===== config.mk =====
export PLATFORM = sky130hd
export DESIGN_NAME = sixpad_port_mux
export DESIGN_NICKNAME = d
export VERILOG_FILES = /design/src/rtl/sixpad_port_mux.sv
export SDC_FILE = /design/constraint.sdc
export NUM_CORES = 1
export LEC_CHECK = 0
export BUFFER_PORTS_ARGS = -buffer_cell sky130_fd_sc_hd__clkbuf_2
export CAP_MARGIN = 20
export CELL_PAD_IN_SITES_DETAIL_PLACEMENT = 2
export CELL_PAD_IN_SITES_GLOBAL_PLACEMENT = 2
export CORE_MARGIN = 5
export CORE_UTILIZATION = 30
export DETAILED_ROUTE_END_ITERATION = 12
export GPL_ROUTABILITY_DRIVEN = 1
export GPL_TIMING_DRIVEN = 0
export PLACE_DENSITY = 0.89
export REMOVE_ABC_BUFFERS = 1
export SLEW_MARGIN = 5
export SYNTH_ARGS = -nofsm -noshare
export SYNTH_HDL_FRONTEND = slang
export SYNTH_SLANG_ARGS = --single-unit

===== constraint.sdc =====
create_clock -name clk -period 1.7 [get_ports clk]
set_clock_uncertainty 0.15 [all_clocks]
set_input_delay 0.34 -clock clk [delete_from_list [all_inputs] [get_ports clk]]
set_output_delay 0.34 -clock clk [all_outputs]
set_load 0.02 [all_outputs]

===== src/rtl/sixpad_port_mux.sv =====
module sixpad_port_mux #(
  parameter int TIMEOUT = 64,
  localparam int CW = $clog2(TIMEOUT + 1)
) (
  input  logic        clk,
  input  logic        rst_n,
  input  logic        six_btn_en,
  input  logic [11:0] btn_pressed,
  input  logic        data_we,
  input  logic        dir_we,
  input  logic [7:0]  wdata,
  output logic [7:0]  rd_data
);

  logic [7:0]    data_q, dir_q;
  logic [1:0]    phase_q;
  logic [CW-1:0] idle_q;
  logic [5:0]    pat;

  wire        th      = data_q[6];
  wire [11:0] lvl     = ~btn_pressed;
  wire        th_rise = data_we & ~th & wdata[6];

  always_ff @(posedge clk) begin
    if (!rst_n) begin
      data_q  <= '0;
      dir_q   <= '0;
      phase_q <= '0;
      idle_q  <= '0;
    end else begin
      if (dir_we) dir_q <= wdata;
      if (data_we) begin
        data_q <= wdata;
        idle_q <= '0;
        if (six_btn_en && th_rise && phase_q != 2'd3) phase_q <= 2'(phase_q + 2'd1);
      end else if (idle_q == CW'(TIMEOUT)) begin
        phase_q <= '0;
      end else begin
        idle_q <= CW'(idle_q + 1'b1);
      end
    end
  end

  always_comb begin
    if (six_btn_en && phase_q == 2'd3 && th)
      pat = {lvl[5], lvl[4], lvl[11], lvl[10], lvl[9], lvl[8]};
    else if (six_btn_en && phase_q == 2'd3)
      pat = {lvl[7], lvl[6], 4'hF};
    else if (six_btn_en && phase_q == 2'd2 && !th)
      pat = {lvl[7], lvl[6], 4'h0};
    else if (th)
      pat = lvl[5:0];
    else
      pat = {lvl[7], lvl[6], 2'b00, lvl[1], lvl[0]};
  end

  assign rd_data = {data_q[7], 1'b0, pat} | (data_q & dir_q);

endmodule



# Yosys cells after proc, flatten, opt, wreduce, memory -nomap -nowiden
# Index checks and enable logic that the tools add are counted.
totals:
  register_bits: 25
  inputBits: 25
  output_inout_bits: 8
  wordCells: 35
op_classes:
  addsub: 2
  n_eq_ne: 5
  n_mux: 7
  bitwise: 7
  n_reduce_logical: 10
ops:
  columns: ["op", "count"]
  rows:
  - ["$mux W6", 4]
  - ["$not A12 Y12", 1]
  - ["$and A8 B8 Y8", 1]
  - ["$or A8 B8 Y8", 1]
  - ["$add A7 B1 Y7 const B", 1]
  - ["$eq A7 B7 Y1 const B", 1]
  - ["$logic_and A1 B1 Y1", 6]
  - ["$mux W2", 3]
  - ["$eq A2 B2 Y1 const B", 2]
  - ["$add A2 B1 Y2 const B", 1]
  - ["$and A1 B1 Y1", 2]
  - ["$ne A2 B1 Y1 const B", 1]
  - ["$ne A2 B2 Y1 const B", 1]
  - ["$not A1 Y1", 2]
  - ["$reduce_and A2 Y1", 1]
  - ["$reduce_bool A2 Y1", 1]
  - ["$reduce_or A2 Y1", 1]
  - ["$logic_not A1 Y1", 1]

# Logic depth before layout (Yosys ltp)
logic_depth:
  depth_word: 7
  mapped_depth: 5
  depth_no_buf: 5

# Worst setup path before layout
# No wires, ideal clock.
synth_timing:
  path_type: "register -> output"
  start: "register phase_q[0]"
  end: "output rd_data[0]"
  arrival_time_ps: 1089
  t_required_ps: 1210
  path_slack_ps: 121
  path_stages_with_launch: 6
  n_path_buf: 0
  cell_sequence: "dfxtp_1 -> inv_1 -> ha_1 -> and3b_1 -> o21ai_0 -> a22o_1"
synth_via:
  elab_chain_cells: 7
  word_cells_on_any_way: 10
  cone_classes: "2 x eq/ne; 3 x mux; 1 x bitwise; 4 x reduce/logical"
synth_lines:
  columns: ["element", "line", "rtl"]
  rows:
  - ["start: declaration", "16", "logic [1:0] phase_q;"]
  - ["start signal: assignment", "35", "if (six_btn_en && th_rise && phase_q != 2'd3) phase_q <= 2'(phase_q + 2'd1);"]
  - ["$eq A2 B2 Y1", "49", "else if (six_btn_en && phase_q == 2'd2 && !th)"]
  - ["$logic_and A1 B1 Y1 (2 in a row)", "49", null]
  - ["$mux W6", "49", null]
  - ["$mux W6", "47", "else if (six_btn_en && phase_q == 2'd3)"]
  - ["$mux W6 (*)", "45", "if (six_btn_en && phase_q == 2'd3 && th)"]
  - ["$or A8 B8 Y8 (*)", "57", "assign rd_data = {data_q[7], 1'b0, pat} | (data_q & dir_q);"]
  - ["end: declaration", "12", "output logic [7:0] rd_data"]
# Mark *: on every way between the ends. The rest lies on a longest branch, timed or not.

# Worst setup path in the final report
# Ends and elaborated chain as after synthesis.

==> reports/qor.yml <==
worst_setup_path:
  timing.critical_path.from: "phase_q[0]$_SDFFE_PN0P_"
  required_ns: 1.21
  crit_buf_inv: 2
  slowest_delay_ns: 0.36
  crit_family: "flip-flops"
  cp-start-kind: "register"
  critPathSlowestCell: "dfxtp_2"
  cp_cell_sequence: "inv_2 > ha_2 > and3b_1 > o21ai_2 > a22o_1 > clkbuf_8"
  critPathCaptureType: "output port"
  critPathKind: "reg2out"
  r2r_start: "idle_q[0]$_SDFFE_PP0N_"
  worstPathArrival_ns: 1.49
  crit_fanout: 3
drt:
  routedWlPerCell_microns: 16.5
  num_vias: 1053
  ant_nets: 0
  drc_errors: 0
  drtIter0Drc: 55
  avgViaCountPerCell: 4.92
  wirelength_microns: 3530
  firstDrtPassIters: 2
grt:
  antenna_found_initial: 0
  grt_pass1_vias: 1196
  grt_max_degree: 21
  grt_overflow: 0
  grt_util_all_layers_pct: 13.6
  grt_pass1_wl_microns: 5600
clock_tree:
  clkLatencyLatePin_ns: 0.27
  clockRootBuffer: "clkbuf_8"
  cts_buffers: 3
  cts_htree_levels: 1
  clk_pin_slew_worst_paths_ns: 0.09
  clock_sinks: 24
  cts_hold_buf: 0
  cts_buffer_depth: 2
  cts_tree: "yes"
die:
  dieArea_sq_mm: 0.00534
  core_sq_mm: 0.00391
  initial_core_util_pct: 30.5
  num_rows: 23
  die_w_microns: 73.1
  die_h_microns: 73.1
  ios: 33
timing:
  timing.fmax_mhz: 504
  slew_violations: 0
  worst_pin_slew_ns: 0.546
  final.period_utilization_pct: 117
  setup_violations: 4
  rsz0062_at_grt: "true"
  final_hold_viol_count: 0
  fin_ws_ns: -0.283
  period_needed_ns: 1.98
  slew_headroom_pct: 63.3
  holdWs_ns: 0.181
logic_synthesis:
  synth_area_sq_mm: 0.00119
  netlist_top_cells_area: "dfxtp_1 (40%), mux2i_1 (13%), nor2b_1 (8.9%)"
  synth_ff_type: "dfxtp_1"
  synth_top_cell_area_share_pct: 40.3
  ys_seq_area_share_pct: 40.3
  syn_inst: 132
  synth_edf_count: 0
  syn_area_per_cell_sq_um: 9.04
  synth_top_area_cell: "dfxtp_1"
  async_flop_share_pct: 0
  yosysWarnings: 0
  synth_cell_types: 30
  ys_seq_elements: 24
power:
  powerDensity_mw_per_mm2: 852
  leakagePower_nw: 0.669
  p_total_mw: 1.28
  ir_drop_v: 0.000259
finish:
  fin_nets: 194
  area_growth_syn_to_layout_pct: 26.3
  drive_gt1_share_pct: 29.3
  fin_area_sq_mm: 0.00151
  final_util_pct: 38.5
  nFillCells: 454
  diodes: 0
status:
  violations: "negative setup slack"
  outcome: "finished, violations left"
placed_design:
  io_buffers: 32
  gp_congestion: 0.844
  post_dp_cell_area_sq_mm: 0.00139
  hpwlAfterDp_microns: 2700
hold_path:
  hold_start: "wdata[7]"
  hold_path_class: "in2reg"
flow_run:
  drv_cap: 0
-- repair_timing --
item | CTS | global route
buffers inserted | 1 | 1
pin swaps | 2 | 1
endpoints found under the setup margin | 6 | 6
gates resized for setup | 14 | 5
-- cells in the final DEF (no fill, tap or decap), drive strengths merged --
cell    count
and4b       1
or3         2
a22o        4
xor2        2
and3b       1
a221o       2
clkbuf     31
nand2       8
nand4       2
nand2b      1
and3        1
xnor2       1
dfxtp      24
nor2        5
a21o        1
buf         6
nand3       4
o31ai       2
nor3        3
and2        3
bufinv      1
nor2b      17
mux2i      15
ha          4
o21ai       7
or4         1
nor4        1
inv         8
a21oi       6
-- state kept, by name, summed over array words and instances (netlist names) --
register  cells
dir_q         7
phase_q       2
data_q        8
idle_q        7
-- kinds of logic (layout without fill, tap and decap cells) --
group,Yosys count,after routing,share of synthesized area (%)
simple gates,50,50,24.1
flops,24,24,40.3
compound gates,22,22,11.9
mux,15,15,12.6
buf+inv,14,46,4.72
fa+ha+maj,4,4,4.19
xor+xnor,3,3,2.20
-- Yosys cell counts, types with 3 or more instances --
cell,n
mux2i_1,15
o21ai_0,6
nand3_1,4
a21oi_1,6
buf_2,3
inv_1,8
and2_1,3
nor2_1,5
clkbuf_1,3
a22o_1,4
dfxtp_1,24
nand2_1,8
ha_1,4
nor2b_1,17
-- path summary, 6_finish.rpt --
path                                  end  slack, ns  cells after the start
setup / recovery               rd_data[0]      -0.28                      6
hold reg to reg   phase_q[0]$_SDFFE_PN0P_       0.34                      2
setup reg to reg   idle_q[6]$_SDFFE_PP0N_       0.18                      4
hold / removal     data_q[7]$_SDFFE_PN0P_       0.18                      3
-- layout make-up --
type,instances,area (sq um),area share (%)
Timing Repair Buffer,34,186,12.4
Multi-Input combinational cell,94,671,44.5
Clock buffer,3,41.3,2.74
Tap cell,50,62.6,4.15
Sequential cell,24,487,32.3
Inverter,8,30.0,1.99
Clock inverter,1,30.0,1.99
-- per-stage QoR --
step / TNS, ns / std cells / worst slack, ns
final: -0.978 / 214 / -0.283
after detailed placement: -0.194 / 208 / -0.0741
after floorplan: 0 / 126 / 0.121
after global placement: -0.00128 / 208 / -0.00128
after global routing: -1.32 / 214 / -0.373
after CTS: -1.03 / 213 / -0.280
-- worst min-delay path: cells and delay by family --
family | cells | cell delay, ns
buffers and inverters | 1 | 0.07
muxes | 1 | 0.05
and+or+nand+nor | 1 | 0.10
-- routing by layer --
metal	global-route usage [%]	wire length, microns
met2	26.0	1860
met3	1.93	211
met1	14.7	1380
met5	0	0
met4	5.33	80
-- where the power goes --
part	switching (mW)	internal, mW
registers	0.0197	0.587
logic	0.0873	0.0805
clock network	0.195	0.315
total	0.302	0.982
No activity file was read; power rests on OpenSTA's default activity.
